### src/rtl/hirq_pkg.sv
package hirq_pkg;
   localparam int NUM_EN    = 5;
   localparam int NUM_OBF   = 4;
   localparam int BIT_DIR   = 5;
   localparam int BIT_RSV   = 6;
   localparam int BIT_QUIET = 7;

   typedef enum logic [1:0] {ACLR_NONE, ACLR_ALWAYS, ACLR_UNLESS_DIRECT} aclr_e;

   // auto-clear policy of each enable bit
   function automatic aclr_e aclr_kind(input int idx);
      case (idx)
         0, 1:    return ACLR_ALWAYS;
         2, 4:    return ACLR_UNLESS_DIRECT;
         default: return ACLR_NONE;
      endcase
   endfunction

   // which OBF flag (index into {3b,3a,2,1}) belongs to each enable bit
   function automatic int obf_src(input int idx);
      case (idx)
         0, 1:    return 0;
         2:       return 1;
         3:       return 2;
         default: return 3;
      endcase
   endfunction
endpackage

### src/rtl/hirq_obf_edge.sv
module hirq_obf_edge #(
   parameter int N = 4
) (
   input  logic         clk,
   input  logic [N-1:0] obf,
   output logic [N-1:0] fall
);
   logic [N-1:0] obf_q;

   always_ff @(posedge clk) obf_q <= obf;

   assign fall = obf_q & ~obf;
endmodule

### src/rtl/hirq_en_bit.sv
module hirq_en_bit
   import hirq_pkg::*;
#(
   parameter aclr_e ACLR = ACLR_NONE
) (
   input  logic clk,
   input  logic rst_n,
   input  logic lpc_rst,
   input  logic rd_en,
   input  logic wr_en,
   input  logic wr_bit,
   input  logic obf_fall,
   input  logic direct,
   output logic en_q
);
   logic arm_q;
   logic aclr_hit;
   logic clr;
   logic set;

   generate
      if (ACLR == ACLR_ALWAYS) begin : g_always
         assign aclr_hit = obf_fall;
      end else if (ACLR == ACLR_UNLESS_DIRECT) begin : g_gated
         assign aclr_hit = obf_fall & ~direct;
      end else begin : g_none
         assign aclr_hit = 1'b0;
      end
   endgenerate

   assign clr = lpc_rst | (wr_en & ~wr_bit) | aclr_hit;
   assign set = wr_en & wr_bit & arm_q;

   always_ff @(posedge clk or negedge rst_n) begin
      if (!rst_n) begin
         en_q  <= 1'b0;
         arm_q <= 1'b0;
      end else begin
         if (clr)      en_q <= 1'b0;
         else if (set) en_q <= 1'b1;
         if (lpc_rst || wr_en)   arm_q <= 1'b0;
         else if (rd_en && !en_q) arm_q <= 1'b1;
      end
   end


   set_needs_arm_chk: assert property (@(posedge clk) disable iff (!rst_n)
      $rose(en_q) |-> $past(wr_en && wr_bit && arm_q));

   wr_zero_clears_chk: assert property (@(posedge clk) disable iff (!rst_n)
      (wr_en && !wr_bit) |=> !en_q);

   clear_beats_set_chk: assert property (@(posedge clk) disable iff (!rst_n)
      (aclr_hit && wr_en && wr_bit) |=> !en_q);
endmodule

### src/rtl/hirq_mode_flag.sv
module hirq_mode_flag (
   input  logic clk,
   input  logic rst_n,
   input  logic lpc_rst,
   input  logic stop_valid,
   input  logic stop_quiet,
   output logic quiet_q
);
   always_ff @(posedge clk or negedge rst_n) begin
      if (!rst_n)          quiet_q <= 1'b0;
      else if (lpc_rst)    quiet_q <= 1'b0;
      else if (stop_valid) quiet_q <= stop_quiet;
   end


   quiet_rst_chk: assert property (@(posedge clk) disable iff (!rst_n)
      lpc_rst |=> !quiet_q);
endmodule

### src/rtl/hirq_ctl.sv
module hirq_ctl
   import hirq_pkg::*;
#(
   parameter int DATA_W = 8
) (
   input  logic              clk,
   input  logic              rst_n,
   input  logic              lpc_hw_rst,
   input  logic              lpc_sw_rst,
   input  logic              rd_en,
   input  logic              wr_en,
   input  logic [DATA_W-1:0] wr_data,
   output logic [DATA_W-1:0] rd_data,
   input  logic              obf1,
   input  logic              obf2,
   input  logic              obf3a,
   input  logic              obf3b,
   input  logic              stop_valid,
   input  logic              stop_quiet,
   output logic              hirq1,
   output logic              hirq12,
   output logic              smi
);
   generate
      if (DATA_W < BIT_QUIET + 1) begin : g_bad_width
         $error("hirq_ctl: DATA_W must hold at least 8 bits");
      end
   endgenerate

   localparam int PAD_W = DATA_W - (BIT_QUIET + 1);

   logic               lpc_rst;
   logic [NUM_OBF-1:0] obf_vec;
   logic [NUM_OBF-1:0] obf_fall;
   logic [NUM_EN-1:0]  en;
   logic               direct_q;
   logic               quiet_q;
   logic [NUM_OBF-1:0] obf_eff;

   assign lpc_rst = lpc_hw_rst | lpc_sw_rst;
   assign obf_vec = {obf3b, obf3a, obf2, obf1};

   hirq_obf_edge #(.N(NUM_OBF)) u_edge (
      .clk  (clk),
      .obf  (obf_vec),
      .fall (obf_fall)
   );

   for (genvar i = 0; i < NUM_EN; i++) begin : g_en
      hirq_en_bit #(.ACLR(aclr_kind(i))) u_bit (
         .clk      (clk),
         .rst_n    (rst_n),
         .lpc_rst  (lpc_rst),
         .rd_en    (rd_en),
         .wr_en    (wr_en),
         .wr_bit   (wr_data[i]),
         .obf_fall (obf_fall[obf_src(i)]),
         .direct   (direct_q),
         .en_q     (en[i])
      );
   end

   always_ff @(posedge clk or negedge rst_n) begin
      if (!rst_n)       direct_q <= 1'b0;
      else if (lpc_rst) direct_q <= 1'b0;
      else if (wr_en)   direct_q <= wr_data[BIT_DIR];
   end

   hirq_mode_flag u_mode (
      .clk        (clk),
      .rst_n      (rst_n),
      .lpc_rst    (lpc_rst),
      .stop_valid (stop_valid),
      .stop_quiet (stop_quiet),
      .quiet_q    (quiet_q)
   );

   generate
      if (PAD_W > 0) begin : g_pad
         assign rd_data = {{PAD_W{1'b0}}, quiet_q, 1'b0, direct_q, en};
      end else begin : g_nopad
         assign rd_data = {quiet_q, 1'b0, direct_q, en};
      end
   endgenerate

   // direct mode substitutes 1 for the OBF flag of the SMI sources
   assign obf_eff = obf_vec | {NUM_OBF{direct_q}};

   assign hirq1  = en[0] & obf1;
   assign hirq12 = en[1] & obf1;
   assign smi    = (en[2] & obf_eff[1]) | (en[3] & obf_eff[2]) | (en[4] & obf_eff[3]);


   irq1_gated_chk: assert property (@(posedge clk) disable iff (!rst_n)
      (hirq1 || hirq12) |-> obf1);

   smi_source_chk: assert property (@(posedge clk) disable iff (!rst_n)
      (smi && !direct_q) |-> (obf2 || obf3a || obf3b));

   obf1_fall_chk: assert property (@(posedge clk) disable iff (!rst_n)
      ($past(obf1) && !obf1 && !lpc_rst) |=> !hirq1 && (rd_data[1:0] == 2'b00));
endmodule

### config.mk
export PLATFORM = sky130hd
export DESIGN_NAME = hirq_ctl
export DESIGN_NICKNAME = d
export VERILOG_FILES = /design/src/rtl/hirq_pkg.sv /design/src/rtl/hirq_obf_edge.sv /design/src/rtl/hirq_en_bit.sv /design/src/rtl/hirq_mode_flag.sv /design/src/rtl/hirq_ctl.sv
export SDC_FILE = /design/constraint.sdc
export NUM_CORES = 1
export LEC_CHECK = 0
export ABC_AREA = 0
export ABC_CLOCK_PERIOD_IN_PS = 1000
export BUFFER_PORTS_ARGS = -buffer_cell sky130_fd_sc_hd__buf_4
export CAP_MARGIN = 0
export CORE_ASPECT_RATIO = 0.9
export CORE_MARGIN = 5
export CORE_UTILIZATION = 45
export DETAILED_ROUTE_END_ITERATION = 8
export MAX_ROUTING_LAYER = met4
export PLACE_DENSITY = 0.86
export SKIP_CTS_REPAIR_TIMING = 1
export SLEW_MARGIN = 30
export SYNTH_ARGS = -nofsm -noshare
export SYNTH_HDL_FRONTEND = slang
export SYNTH_SLANG_ARGS = --single-unit
### constraint.sdc
create_clock -name clk -period 1 [get_ports clk]
set_input_delay 0.1 -clock clk [delete_from_list [all_inputs] [get_ports clk]]
set_output_delay 0.1 -clock clk [all_outputs]
set_load 0.01 [all_outputs]
-- Yosys cells after proc, flatten, opt, wreduce, memory -nomap -nowiden
Cells that the tools add are included.
Widths: inputs -> output; s select.
- register bits: 16
- bits of input ports: 20
- output and inout port bits: 11
- logic and storage cells: 103
- mux-type cells: 24
- bitwise logic cells: 43
- reductions and logical operators: 23
- operators with widths (kind ; number):
    $mux 1 ; 24
    $reduce_bool 2->1 ; 12
    $and 1x1->1 ; 22
    $or 1x1->1 ; 12
    $not 1->1 ; 6
    $logic_and 1x1->1 ; 5
    $logic_not 1->1 ; 5
    $and 4x4->4 ; 1
    $not 4->4 ; 1
    $or 4x4->4 ; 1
    $logic_or 1x1->1 ; 1

-- Longest topological paths before layout
- word-level depth: 5
- gate-level depth with buffers: 3
- gate-level depth less buffers: 2

-- Cells and area by module
From an unflattened synthesis, not the netlist that was laid out.
- cells, all modules: 67
- area, all modules: 749.5 µm²
- modules (own cells, without submodules) (module ; instances ; cells an instance ; area an instance (µm²) ; sequential area each (µm²)):
    hirq_en_bit (g_en[2].u_bit ...) ; 2 ; 9 ; 97.6 ; 50.0
    hirq_en_bit (g_en[0].u_bit ...) ; 2 ; 8 ; 91.3 ; 50.0
    hirq_obf_edge ; 1 ; 8 ; 135.1 ; 80.1
    hirq_ctl ; 1 ; 14 ; 108.9 ; 25.0
    hirq_en_bit (g_en[3].u_bit) ; 1 ; 8 ; 88.8 ; 50.0
    hirq_mode_flag ; 1 ; 3 ; 38.8 ; 25.0

-- Worst setup path after synthesis
OpenSTA, ideal clock, no wires.
- kind: input -> register
- start: input port lpc_sw_rst
- end: register g_en[0].u_bit.en_q
- setup time: 111 ps
- arrival time: 753 ps
- data required time: 889 ps
- path slack: 136 ps
- stages on the path: 3
- buffers on the path: 1
- cells stage by stage: or2_1 buf_6 a2111oi_2
- cells in the longest elaborated chain, start to end: 4
- elaborated cells on any way between the ends: 5
- those cells by class: mux: 1; bitwise: 3; reduce/logical: 1
- RTL lines (item ; RTL line ; RTL):
    from (decl) ; hirq_ctl.sv:9 ; input logic lpc_sw_rst,
    $or 1x1->1 * ; hirq_ctl.sv:40 ; assign lpc_rst = lpc_hw_rst | lpc_sw_rst;
    $or 1x1->1 * (2 in series) ; hirq_en_bit.sv:31 ; assign clr = lpc_rst | (wr_en & ~wr_bit) | aclr_hit;
    $mux 1 or $reduce_bool 2->1 (tied branches) ; - ;
    to (signal assigned) ; hirq_en_bit.sv:36 ; en_q <= 1'b0;
    to (signal assigned) ; hirq_en_bit.sv:39 ; if (clr) en_q <= 1'b0;
    to (signal assigned) ; hirq_en_bit.sv:40 ; else if (set) en_q <= 1'b1;
    to (decl) ; hirq_en_bit.sv:14 ; output logic en_q
Every way passes the cells marked *; elsewhere a longest branch is shown, timed or not.
A chain may end at the register's enable or synchronous reset.

-- Worst setup path after layout
- start: register direct_q
- end: output port smi
- cells in the longest elaborated chain, start to end: 4
- elaborated cells on any way between the ends: 6
- those cells by class: bitwise: 6
- RTL lines (item ; RTL line ; RTL):
    from (decl) ; hirq_ctl.sv:36 ; logic direct_q;
    from (signal assigned) ; hirq_ctl.sv:66 ; else if (wr_en) direct_q <= wr_data[BIT_DIR];
    $or 4x4->4 * ; hirq_ctl.sv:87 ; assign obf_eff = obf_vec | {NUM_OBF{direct_q}};
    $and 1x1->1 ; hirq_ctl.sv:91 ; assign smi = (en[2] & obf_eff[1]) | (en[3] & obf_eff[2]) | (en[4] & obf_eff[3]);
    $or 1x1->1 ; hirq_ctl.sv:91 ;
    $or 1x1->1 * ; hirq_ctl.sv:91 ;
    to (decl) ; hirq_ctl.sv:22 ; output logic smi
Marks and branches as above.

==> impl_metrics.tcl <==
set metrics [dict create \
    status "finished, violations left" \
    failed_checks "setup timing" \
    syn-num-nets 91 \
    antenna_left 0 \
    setup_violations 5 \
    grt_pass1_wl_um 2370 \
    muxShareOfSynthArea_pct 2.78 \
    fmax_mhz 833 \
    hold_class "in2reg" \
    worstPathMaxFanout 6 \
    regArea_sq_um 362 \
    die_h_um 48.0 \
    syn_inst 71 \
    drtIter0Drc 8 \
    min_to "g_en[1].u_bit.en_q" \
    yosysWarnings 0 \
    yosysSeqAreaShare_pct 50.0 \
    synth_xor_area_share_pct 0 \
    cp_cell_sequence "o21ai_2 > nand3_1 > buf_6" \
    overflow 0 \
    crit_slowest_cell "dfrtp_2" \
    crit_arrival_ps 1100 \
    cts_buffers 3 \
    cts_sinks 15 \
    cts_tree "yes" \
    drc 0 \
    cts_root_buffer "clkbuf_4" \
    synth_area_sq_um 721 \
    die-area_sq_um 2500 \
    htreeDepth 1 \
    critical_path_class "reg2out" \
    fp.coreArea_sq_um 1480 \
    areaGrowthSynthToFinish_pct 41.5 \
    p_leak_nw 0.490 \
    drive_gt1_share_pct 45.5 \
    synth_compound_area_share_pct 17.4 \
    finalNetCount 122 \
    num_antenna_cells 0 \
    avgRoutedWirePerCell_um 13.0 \
    hp-start "wr_data[1]" \
    first_pass_iters 4 \
    max_stage_delay_ps 460 \
    drv_slew 0 \
    rsz0062_at_grt "true" \
    clkTransAtPathRegs_ps 90 \
    ir_worst_vdd_v 0.000752 \
    insertion_delay_ps 280 \
    synth_top_family_by_area "compound AO/OA/AOI/OAI gates" \
    r2r_end "g_en[2].u_bit.en_q" \
    syn_area_per_cell_sq_um 10.2 \
    floorplan.initialDensity_pct 48.7 \
    worstSetupStartpointType "register" \
    synth.distinct_cells 20 \
    min_period_ps 1200 \
    io_pins 31 \
    synthAdderAreaFrac_pct 0 \
    synth-simple-area-share_pct 14.1 \
    fill_cells 115 \
    maxCapViolCount 0 \
    holdPathStages 3 \
    vias 588 \
    hpwl_um 1160 \
    grt_pass1_vias 580 \
    cts_buffer_depth 2 \
    rr_startpoint "direct_q" \
    hold_violations 0 \
    routed_wl_um 1590 \
    grt_usage_pct 13.9 \
    rrSetupSlack_ps 30 \
    viasPerCell 4.78 \
    skew_ps 1.89 \
    multi_input_area_sq_um 272 \
    worst_slack_ps -200 \
    finalPower_mw 1.14 \
    place.gp.congestion 0.712 \
    port_buffers 27 \
    worstPathRequired_ps 900 \
    die_x_um 52.2 \
    reg2regPathDepth 3 \
    power.density_nw_per_um2 1110 \
    ys_seq_elements 15 \
    dp_slack_ps -46.1 \
    floorplan.rows 13 \
    grt_max_degree 13 \
    min_period_over_period_pct 120 \
    end_kind "output port" \
    antenna_found_initial 0 \
]
-- worst max path at each step --
| stage | cells after the start | from | to |
|---|---|---|---|
| CTS | 3 | direct_q | smi |
| floorplan | 3 | lpc_sw_rst | g_en[0].u_bit.en_q |
| global route | 3 | direct_q | smi |
| detailed placement | 3 | lpc_sw_rst | g_en[4].u_bit.en_q |
| finish | 3 | direct_q | smi |
| global placement | 3 | lpc_sw_rst | g_en[1].u_bit.en_q |
-- kinds of logic after synthesis --
logic type,count (synthesis)
flip-flops,15
other,1
multiplexers,2
AO/OA/AOI/OAI,17
buffers and inverters,19
AND/OR/NAND/NOR,17
-- report_power, final --
part           internal, mW  switching [mW]
combinational        0.0886          0.0728
clock                 0.155           0.191
sequential            0.620         0.00883
total                 0.863           0.273
-- per-stage QoR --
stage | utilization (%) | hold WS, ps | instances | setup TNS [ps] | instance area (sq um)
after floorplan | - | -196 | 71 | 0 | 721
after global placement | 60.6 | -54.1 | 113 | -12.7 | 897
after detailed placement | 60.6 | -54.9 | 113 | -144 | 897
after CTS | 62.4 | -357 | 117 | -500 | 923
after global routing | 68.9 | 88.7 | 123 | -511 | 1020
final | 68.9 | 75.9 | 123 | -307 | 1020
-- worst max-delay path, delay by kind of cell, from the launching register on --
kind / cells / cell delay [ps]
AO/OA/AOI/OAI: 1 / 120
buffers and inverters: 1 / 130
flip-flops: 1 / 460
AND/OR/NAND/NOR: 1 / 100
-- layout make-up --
type	count	area share, %
repair buffers	36	29.3
flip-flops and latches	15	35.5
multi-input cells	37	26.6
inverters	9	3.31
clock buffers	4	2.58
well taps	22	2.70
-- routing by layer --
layer	share of wire, %	GRT usage (%)	up-vias
li1	-	-	285
met1	44	15.5	283
met2	49	23.8	18
met3	6.2	2.80	2
met4	0.82	7.65	0
met5	0	-	-
-- layout by cell type (no fill, tap or decap), drive strengths merged --
master | synthesis | routed
buf | 10 | 32
dfrtp | 12 | 12
a21oi | 10 | 10
inv | 9 | 9
nand2b | 5 | 5
a2111oi | 4 | 4
dlygate4sd3 | 0 | 4
clkbuf | 0 | 4
o21ai | 3 | 3
dfxtp | 3 | 3
and2 | 2 | 2
nor2b | 2 | 2
mux2i | 2 | 2
nor2 | 2 | 2
nor3b | 2 | 2
nand3 | 1 | 1
or2 | 1 | 1
or3 | 1 | 1
nor3 | 1 | 1
conb | 1 | 1
-- Yosys cell counts, drive strengths merged --
library cell / number / area, sq um
dfrtp: 12 / 300
a21oi: 10 / 50.1
buf: 10 / 76.3
inv: 9 / 33.8
nand2b: 5 / 31.3
a2111oi: 4 / 60.1
dfxtp: 3 / 60.1
o21ai: 3 / 15.0
and2: 2 / 12.5
mux2i: 2 / 20.0
nor2: 2 / 7.51
nor2b: 2 / 12.5
nor3b: 2 / 15.0
conb: 1 / 3.75
nand3: 1 / 5.00
nor3: 1 / 5.00
or2: 1 / 6.26
or3: 1 / 6.26
-- sequential cells by signal (all words and copies together), names as in the netlist --
signal and cells:
g_en.u_bit.en_q 5, g_en.u_bit.arm_q 5, direct_q 1, u_mode.quiet_q 1, u_edge.obf_q 3
Power figures use the tool's default switching activity.
